<file path="config.mk">
export PLATFORM = sky130hd
export DESIGN_NAME = port_isolation_ctrl
export DESIGN_NICKNAME = d
export VERILOG_FILES = /design/src/rtl/port_iso_pkg.sv /design/src/rtl/long_coll_timer.sv /design/src/rtl/attempt_run_tracker.sv /design/src/rtl/clean_activity_timer.sv /design/src/rtl/port_isolation_ctrl.sv
export SDC_FILE = /design/constraint.sdc
export NUM_CORES = 1
export LEC_CHECK = 0
export BUFFER_PORTS_ARGS = -buffer_cell sky130_fd_sc_hd__buf_2
export CAP_MARGIN = 10
export CORE_MARGIN = 8
export CORE_UTILIZATION = 31
export CTS_CLUSTER_SIZE = 10
export DETAILED_ROUTE_END_ITERATION = 10
export PLACE_DENSITY = 0.46
export SYNTH_ARGS = -nofsm -noshare
export SYNTH_HDL_FRONTEND = slang
export SYNTH_SLANG_ARGS = --single-unit
</file>
<file path="constraint.sdc">
create_clock -name clk -period 1.7 [get_ports clk]
set_input_delay 0.255 -clock clk [delete_from_list [all_inputs] [get_ports clk]]
set_output_delay 0.255 -clock clk [all_outputs]
set_load 0.02 [all_outputs]
</file>
<file path="src/rtl/port_iso_pkg.sv">
package port_iso_pkg;

    // Width needed to hold values 0..max_val (at least one bit).
    function automatic int cnt_width(input int max_val);
        int w;
        w = $clog2(max_val + 1);
        if (w < 1) w = 1;
        return w;
    endfunction

    // Registered state of the top-level isolation flag.
    typedef struct packed {
        logic isolated;
    } iso_state_t;

endpackage

</file>
<file path="src/rtl/long_coll_timer.sv">
module long_coll_timer #(
    parameter int LIMIT = 1024
) (
    input  logic clk,
    input  logic rst_n,
    input  logic tick,
    input  logic coll,
    output logic fire
);
    localparam int W = port_iso_pkg::cnt_width(LIMIT);

    typedef struct packed {
        logic [W-1:0] cnt;
    } st_t;

    st_t st_d, st_q;

    always_comb begin
        st_d = st_q;
        fire = 1'b0;
        if (tick) begin
            if (coll) begin
                if (st_q.cnt == W'(LIMIT - 1)) fire = 1'b1;
                if (st_q.cnt != W'(LIMIT)) st_d.cnt = st_q.cnt + W'(1);
            end else begin
                st_d.cnt = '0;
            end
        end
    end

    always_ff @(posedge clk) begin
        if (!rst_n) st_q <= '0;
        else        st_q <= st_d;
    end
endmodule

</file>
<file path="src/rtl/attempt_run_tracker.sv">
module attempt_run_tracker #(
    parameter int LIMIT = 32
) (
    input  logic clk,
    input  logic rst_n,
    input  logic tick,
    input  logic tx,
    input  logic coll,
    output logic fire
);
    localparam int W = port_iso_pkg::cnt_width(LIMIT);

    typedef struct packed {
        logic         tx_prev;
        logic         hit;
        logic [W-1:0] run;
    } st_t;

    st_t st_d, st_q;

    always_comb begin
        st_d = st_q;
        fire = 1'b0;
        if (tick) begin
            st_d.tx_prev = tx;
            if (tx) begin
                st_d.hit = (st_q.tx_prev ? st_q.hit : 1'b0) | coll;
            end else if (st_q.tx_prev) begin
                // attempt just ended
                st_d.hit = 1'b0;
                if (st_q.hit) begin
                    if (st_q.run == W'(LIMIT - 1)) begin
                        fire       = 1'b1;
                        st_d.run   = '0;
                    end else begin
                        st_d.run   = st_q.run + W'(1);
                    end
                end else begin
                    st_d.run = '0;
                end
            end
        end
    end

    always_ff @(posedge clk) begin
        if (!rst_n) st_q <= '0;
        else        st_q <= st_d;
    end
endmodule

</file>
<file path="src/rtl/clean_activity_timer.sv">
module clean_activity_timer #(
    parameter int MIN_LEN = 512
) (
    input  logic clk,
    input  logic rst_n,
    input  logic tick,
    input  logic act,
    input  logic coll,
    output logic qualified
);
    localparam int SAT = MIN_LEN + 1;
    localparam int W   = port_iso_pkg::cnt_width(SAT);

    typedef struct packed {
        logic         act_prev;
        logic         dirty;
        logic [W-1:0] len;
    } st_t;

    st_t st_d, st_q;

    always_comb begin
        st_d      = st_q;
        qualified = 1'b0;
        if (tick) begin
            st_d.act_prev = act;
            if (act) begin
                if (coll) begin
                    st_d.dirty = 1'b1;
                    st_d.len   = '0;
                end else if (!st_q.dirty && st_q.len != W'(SAT)) begin
                    st_d.len = st_q.len + W'(1);
                end
            end else begin
                if (st_q.act_prev && !st_q.dirty && st_q.len == W'(SAT))
                    qualified = 1'b1;
                st_d.dirty = 1'b0;
                st_d.len   = '0;
            end
        end
    end

    always_ff @(posedge clk) begin
        if (!rst_n) st_q <= '0;
        else        st_q <= st_d;
    end
endmodule

</file>
<file path="src/rtl/port_isolation_ctrl.sv">
module port_isolation_ctrl #(
    parameter int LONG_COLL_TICKS = 1024,
    parameter int COLL_RUN_LIMIT  = 32,
    parameter int CLEAN_MIN_TICKS = 512
) (
    input  logic clk,
    input  logic rst_n,
    input  logic bit_tick,
    input  logic coll_in,
    input  logic tx_act,
    input  logic rx_act,
    output logic isolated
);
    import port_iso_pkg::*;

    logic long_fire, run_fire, clean_done;
    iso_state_t st_d, st_q;

    long_coll_timer #(.LIMIT(LONG_COLL_TICKS)) u_long (
        .clk  (clk),
        .rst_n(rst_n),
        .tick (bit_tick),
        .coll (coll_in),
        .fire (long_fire)
    );

    attempt_run_tracker #(.LIMIT(COLL_RUN_LIMIT)) u_run (
        .clk  (clk),
        .rst_n(rst_n),
        .tick (bit_tick),
        .tx   (tx_act),
        .coll (coll_in),
        .fire (run_fire)
    );

    clean_activity_timer #(.MIN_LEN(CLEAN_MIN_TICKS)) u_clean (
        .clk      (clk),
        .rst_n    (rst_n),
        .tick     (bit_tick),
        .act      (tx_act | rx_act),
        .coll     (coll_in),
        .qualified(clean_done)
    );

    always_comb begin
        st_d = st_q;
        if (long_fire || run_fire)              st_d.isolated = 1'b1;
        else if (st_q.isolated && clean_done)   st_d.isolated = 1'b0;
    end

    always_ff @(posedge clk) begin
        if (!rst_n) st_q <= '0;
        else        st_q <= st_d;
    end

    assign isolated = st_q.isolated;
endmodule

</file>
# ---- Word level (Yosys, flattened, before mapping)
# Index checks and enable logic that the tools add are counted.
dict set report totals {
  reg_bits 32
  latchBits 0
  ram_bits 0
  rom_bits 0
  in_bits 6
  mem_count 0
}
dict set report classes {
  n_addsub 3
  multipliers 0
  n_div 0
  order_cmp 0
  eq_ne 8
  shift 0
  mux 24
  bitwise 3
  n_reduce_logical 13
}
# operator count
set ops {}
lappend ops {{2-to-1 mux 11 bit} 3}
lappend ops {{2-to-1 mux 10 bit} 2}
lappend ops {{2-to-1 mux 1 bit} 16}
lappend ops {{2-to-1 mux 6 bit} 2}
lappend ops {{adder 11 x 1 -> 11 bit (second input constant)} 1}
lappend ops {{== test 11 x 10 -> 1 bit (second input constant)} 1}
lappend ops {{inequality test 11 bit (second input constant)} 1}
lappend ops {{adder 10 x 1 -> 10 bit (second input constant)} 1}
lappend ops {{== test 10 bit (second input constant)} 1}
lappend ops {{inequality test 10 bit (second input constant)} 1}
lappend ops {{AND reduction 2 bit} 4}
lappend ops {{2-to-1 mux 7 bit} 1}
lappend ops {{adder 6 x 1 -> 6 bit (second input constant)} 1}
lappend ops {{== test 6 x 5 -> 1 bit (second input constant)} 1}
lappend ops {{logical AND 1 bit} 4}
lappend ops {{nonzero test 2 bit} 2}
lappend ops {{inequality test 3 bit (second input constant)} 1}
lappend ops {{AND reduction 3 bit} 1}
lappend ops {{inequality test 2 x 1 -> 1 bit (second input constant)} 1}
lappend ops {{inequality test 2 bit (second input constant)} 1}
lappend ops {{bitwise OR 1 bit} 2}
lappend ops {{zero test 1 bit} 1}
lappend ops {{logical OR 1 bit} 1}
lappend ops {{NOT 1 bit} 1}

# ---- Longest topological paths before layout
dict set report depth {
  depth_word 9
  ltp_mapped 6
  ltp_nobuf 6
}

# ---- By module
# From an unflattened synthesis, not the netlist that was laid out.
dict set report unflattened {
  cells_unflattened 223
  hier_area_um2 1926.8
}
# mod instances cells_each area_each_um2
set modules_own_cells {}
lappend modules_own_cells {clean_activity_timer 1 86 730.7}
lappend modules_own_cells {long_coll_timer 1 81 693.2}
lappend modules_own_cells {attempt_run_tracker 1 52 461.7}
lappend modules_own_cells {port_isolation_ctrl 1 4 41.3}

# ---- Least setup slack after synthesis
# Ideal clock, no wire load.
dict set report synth_path {
  path_type {flip-flop to flip-flop}
  from {register u_long.st_q[0] in the netlist's numbering}
  to {register u_long.st_q[2] in the netlist's numbering}
  setup_time_ps 128
  arrival_time_ps 1529
  required_time_ps 1572
  slack_ps 43
  path_stages_with_launch 7
  path_cell_list {dfxtp_1 inv_1 ha_1 or4b_1 o311ai_1 xor2_1 nor2_1}
}
dict set report synth_via {
  elab_chain_len 3
}
# element line_no
set synth_rtl {}
lappend synth_rtl {{start: declaration} long_coll_timer.sv:16} ;# st_t st_d, st_q;
lappend synth_rtl {{start signal: assignment} long_coll_timer.sv:33} ;# else st_q <= st_d;
lappend synth_rtl {{adder 11 x 1 -> 11 bit or inequality test 11 bit (tied branches)} long_coll_timer.sv:24} ;# if (st_q.cnt != W'(LIMIT)) st_d.cnt = st_q.cnt + W'(1);
lappend synth_rtl {{2-to-1 mux 11 bit or inequality test 2 x 1 -> 1 bit (tied branches)} n/a}
lappend synth_rtl {{2-to-1 mux 11 bit or AND reduction 2 bit (tied branches)} n/a}
# Several ways; a longest one is shown, not always the timed one. The select of a mux whose other input is x is not followed.
# A chain may end at the register's enable or synchronous reset.

# ---- Final worst setup path
dict set report layout_path {
  from {register u_clean.st_q[4] in the netlist's numbering}
  to {register st_q, in the netlist isolated}
}
dict set report layout_via {
  elab_chain_len 7
}
# element line_no
set layout_rtl {}
lappend layout_rtl {{start: declaration} clean_activity_timer.sv:20} ;# st_t st_d, st_q;
lappend layout_rtl {{start signal: assignment} clean_activity_timer.sv:45} ;# else st_q <= st_d;
lappend layout_rtl {{== test 10 bit} clean_activity_timer.sv:35} ;# if (st_q.act_prev && !st_q.dirty && st_q.len == W'(SAT))
lappend layout_rtl {{logical AND 1 bit} clean_activity_timer.sv:35}
lappend layout_rtl {{2-to-1 mux 1 bit} clean_activity_timer.sv:35}
lappend layout_rtl {{2-to-1 mux 1 bit} clean_activity_timer.sv:27} ;# if (act) begin
lappend layout_rtl {{2-to-1 mux 1 bit} clean_activity_timer.sv:25} ;# if (tick) begin
lappend layout_rtl {{logical AND 1 bit} port_isolation_ctrl.sv:48} ;# else if (st_q.isolated && clean_done) st_d.isolated = 1'b0;
lappend layout_rtl {{nonzero test 2 bit (no source line)} n/a}
lappend layout_rtl {{end signal: assignment} port_isolation_ctrl.sv:53} ;# else st_q <= st_d;
lappend layout_rtl {{end: declaration} port_isolation_ctrl.sv:17} ;# iso_state_t st_d, st_q;
# Every way passes these cells.

==> results.sh <==
export IMPL_ys_flop_type="dfxtp_1"
export IMPL_switching_share_pct=23.2
export IMPL_finalWirelength_mm=3.81
export IMPL_cts_hold_fix_buffers=0
export IMPL_hpwl_mm=2.82
export IMPL_die_w_um=89.5
export IMPL_track_usage_pct=10.9
export IMPL_fmax_mhz=600
export IMPL_cts_buffers=5
export IMPL_mappedNetlistNets=207
export IMPL_avgSynthCellArea_um2=8.55
export IMPL_port_buffer_count=6
export IMPL_period_share_pct=98.0
export IMPL_async_reset_ff_share_pct=0
export IMPL_final_setup_viol_count=0
export IMPL_switchingPower_w=0.000379
export IMPL_timing_slew_headroom_pct=76.8
export IMPL_power_sequential_fraction_pct=47.3
export IMPL_tritoncts="built"
export IMPL_hold_path_class="input port to register"
export IMPL_cts_sinks=32
export IMPL_drive_above_1_share_pct=19.3
export IMPL_fin_crit_ns=1.67
export IMPL_end_kind="register"
export IMPL_core_um2=5170
export IMPL_gp_congestion=0.798
export IMPL_clkTransAtPathRegs_ns=0.07
export IMPL_rsz0062_at_grt="true"
export IMPL_grt_overflow_total=0
export IMPL_p_per_area_nw_per_um2=798
export IMPL_p_comb_share_pct=8.0
export IMPL_fill_cells=525
export IMPL_diodes=0
export IMPL_r2r_start="u_clean.st_q[4]"
export IMPL_route_detailed_drc=0
export IMPL_vdd_drop_max_mv=0.373
export IMPL_final_hold_viol_count=0
export IMPL_crit_path_start="u_clean.st_q[4]"
export IMPL_use_met1_pct=12.2
export IMPL_setup_ws_ns=0.0342
export IMPL_yosysWarnings=0
export IMPL_drv_cap=0
export IMPL_layout_nets=233
export IMPL_grt_antenna_before_repair=0
export IMPL_crit_path_max_fanout=3
export IMPL_clockRootBuffer="clkbuf_8"
export IMPL_ys_ff_latch=32
export IMPL_dp_slack_ns=-0.0282
export IMPL_num_io_pins=7
export IMPL_syn_inst=196
export IMPL_cts_max_path_buffers=2
export IMPL_netlist_area_um2=1680
export IMPL_worstMarginPinSlew_ns=0.345
export IMPL_first_global_vias=1455
export IMPL_routed_via_density=5.01
export IMPL_top_usage_layer="met2"
export IMPL_drtAntennaViolNets=0
export IMPL_cts_max_level=2
export IMPL_dieArea_um2=8010
export IMPL_total_power_w=0.00163
export IMPL_drt_iter0_markers=76
export IMPL_grt_pass1_wl_mm=6.63
export IMPL_ys_seq_area_share_pct=38.2
export IMPL_clkLatencyLatePin_ns=0.29
export IMPL_use_met3_pct=4.04
export IMPL_fin_skew_ns=0.00816
export IMPL_rows=26
export IMPL_syn_to_final_growth_pct=21.8
export IMPL_met2_usage_pct=18.0
export IMPL_fp_dieH_um=89.5
export IMPL_final_util_pct=39.5
export IMPL_p_leak_nw=0.745
export IMPL_start_util_pct=32.4
export IMPL_wl_per_cell_um=13.0
export IMPL_drv_slew=0
export IMPL_worstPathArrival_ns=1.84
export IMPL_crit_required_ns=1.88
export IMPL_ys_types=45
export IMPL_power_internal_w=0.00125
export IMPL_holdCritStartpoint="rst_n"
export IMPL_status="completed"
export IMPL_path_class="register to register"
export IMPL_drtPass1Iterations=4
export IMPL_grt_start_max_net_pins=13
export IMPL_synth_edf_count=0
export IMPL_vias=1468
export IMPL_worstSetupStartpointType="register"
export IMPL_p_clk_share_pct=44.7
==> placed cells by master, fill, tap and decap left out, types with 7 or more instances in the layout <==
cell type / instances
dfxtp_1: 31
nand2_1: 22
buf_4: 18
nor2_1: 16
o21ai_0: 10
a21oi_1: 10
inv_1: 8
nand2b_1: 7
==> flip-flops by register name, summed over array words and instances (netlist names) <==
signal	count
u_long.st_q	11
u_run.st_q	8
u_clean.st_q	12
isolated	1
==> per-layer routing <==
metal | part of all wire (%) | wire length (um)
met1 | 47 | 1790
met2 | 47 | 1800
met3 | 4.2 | 160
met4 | 1.5 | 57
met5 | 0 | 0
==> final timing paths <==
check,end,slack (ns),cells past startpoint
min,u_clean.st_q[4],0.25,3
max reg2reg,isolated,0.03,4
min reg2reg,u_clean.st_q[9],0.48,2
max,isolated,0.03,4
==> stage by stage <==
| stage | setup TNS [ns] | cell area, um^2 | std cells | hold WS, ns |
|---|---|---|---|---|
| global placement | 0 | 1910 | 285 | 0.454 |
| detailed placement | -0.0508 | 1910 | 285 | 0.468 |
| finish | 0 | 2040 | 293 | 0.247 |
| global route | -0.0396 | 2040 | 293 | 0.271 |
| floorplan | 0 | 1680 | 196 | 0.409 |
| CTS | 0 | 2020 | 293 | 0.230 |
==> cell families (layout without fill, tap and decap cells) <==
kind of cell,count (synthesis),in the layout,share of synthesized area [%]
and+or+nand+nor,88,88,28.6
adders and majority gates,5,5,3.73
xor gates and xnor gates,10,10,5.23
buffers and inverters,14,41,3.36
DFF,32,32,38.2
AOI/OAI and AO/OA,41,41,17.3
muxes,6,6,3.58
==> final cells by class <==
cell class / instances / area (um^2) / share of cell area, %
clock inverters: 2 / 35.0 / 1.72
clock buffers: 6 / 72.6 / 3.56
inverters: 9 / 33.8 / 1.66
multi-input cells: 150 / 1000 / 49.2
repair buffers: 24 / 165 / 8.09
flip-flops and latches: 32 / 642 / 31.5
well taps: 70 / 87.6 / 4.29
==> power groups by stage <==
| stage | sequential (W) | combinational [W] | clock, W |
|---|---|---|---|
| 3_3_place_gp | 0.000787 | 0.000121 | 0 |
| 2_1_floorplan | 0.000786 | 0.0000767 | 0 |
| 5_1_grt | 0.000772 | 0.000146 | 0.000800 |
| 6_report | 0.000771 | 0.000130 | 0.000729 |
| 4_1_cts | 0.000770 | 0.000128 | 0.000756 |
| 3_5_place_dp | 0.000787 | 0.000125 | 0 |
==> cells in the mapped netlist, types with 4 or more instances <==
library cell  count  area share, %
dfxtp_1          32             38
o21ai_0          10            3.0
or3_1             4            1.5
nand3_1           6            1.8
xor2_1            5            2.6
nand2_1          22            4.9
nand2b_1          7            2.6
inv_1             9            2.0
nor2b_1           5            1.9
nor2_1           16            3.6
xnor2_1           5            2.6
ha_1              5            3.7
a21oi_1          10            3.0
mux2i_1           6            3.6
nand4_1           5            1.9
==> worst max-delay path, cell delays in order, from the launching register on <==
cell     delay, ns
dfxtp_1       0.31
or4_4         0.56
nor3_2        0.24
a41oi_1       0.15
o31a_1        0.31
==> repair_timing <==
item	in CTS	in global routing
buffers inserted	0	0
endpoints found under the setup margin	2	5
pin swaps	1	2
resized for setup	2	5
Note: power is estimated with default switching activity, not from simulation.
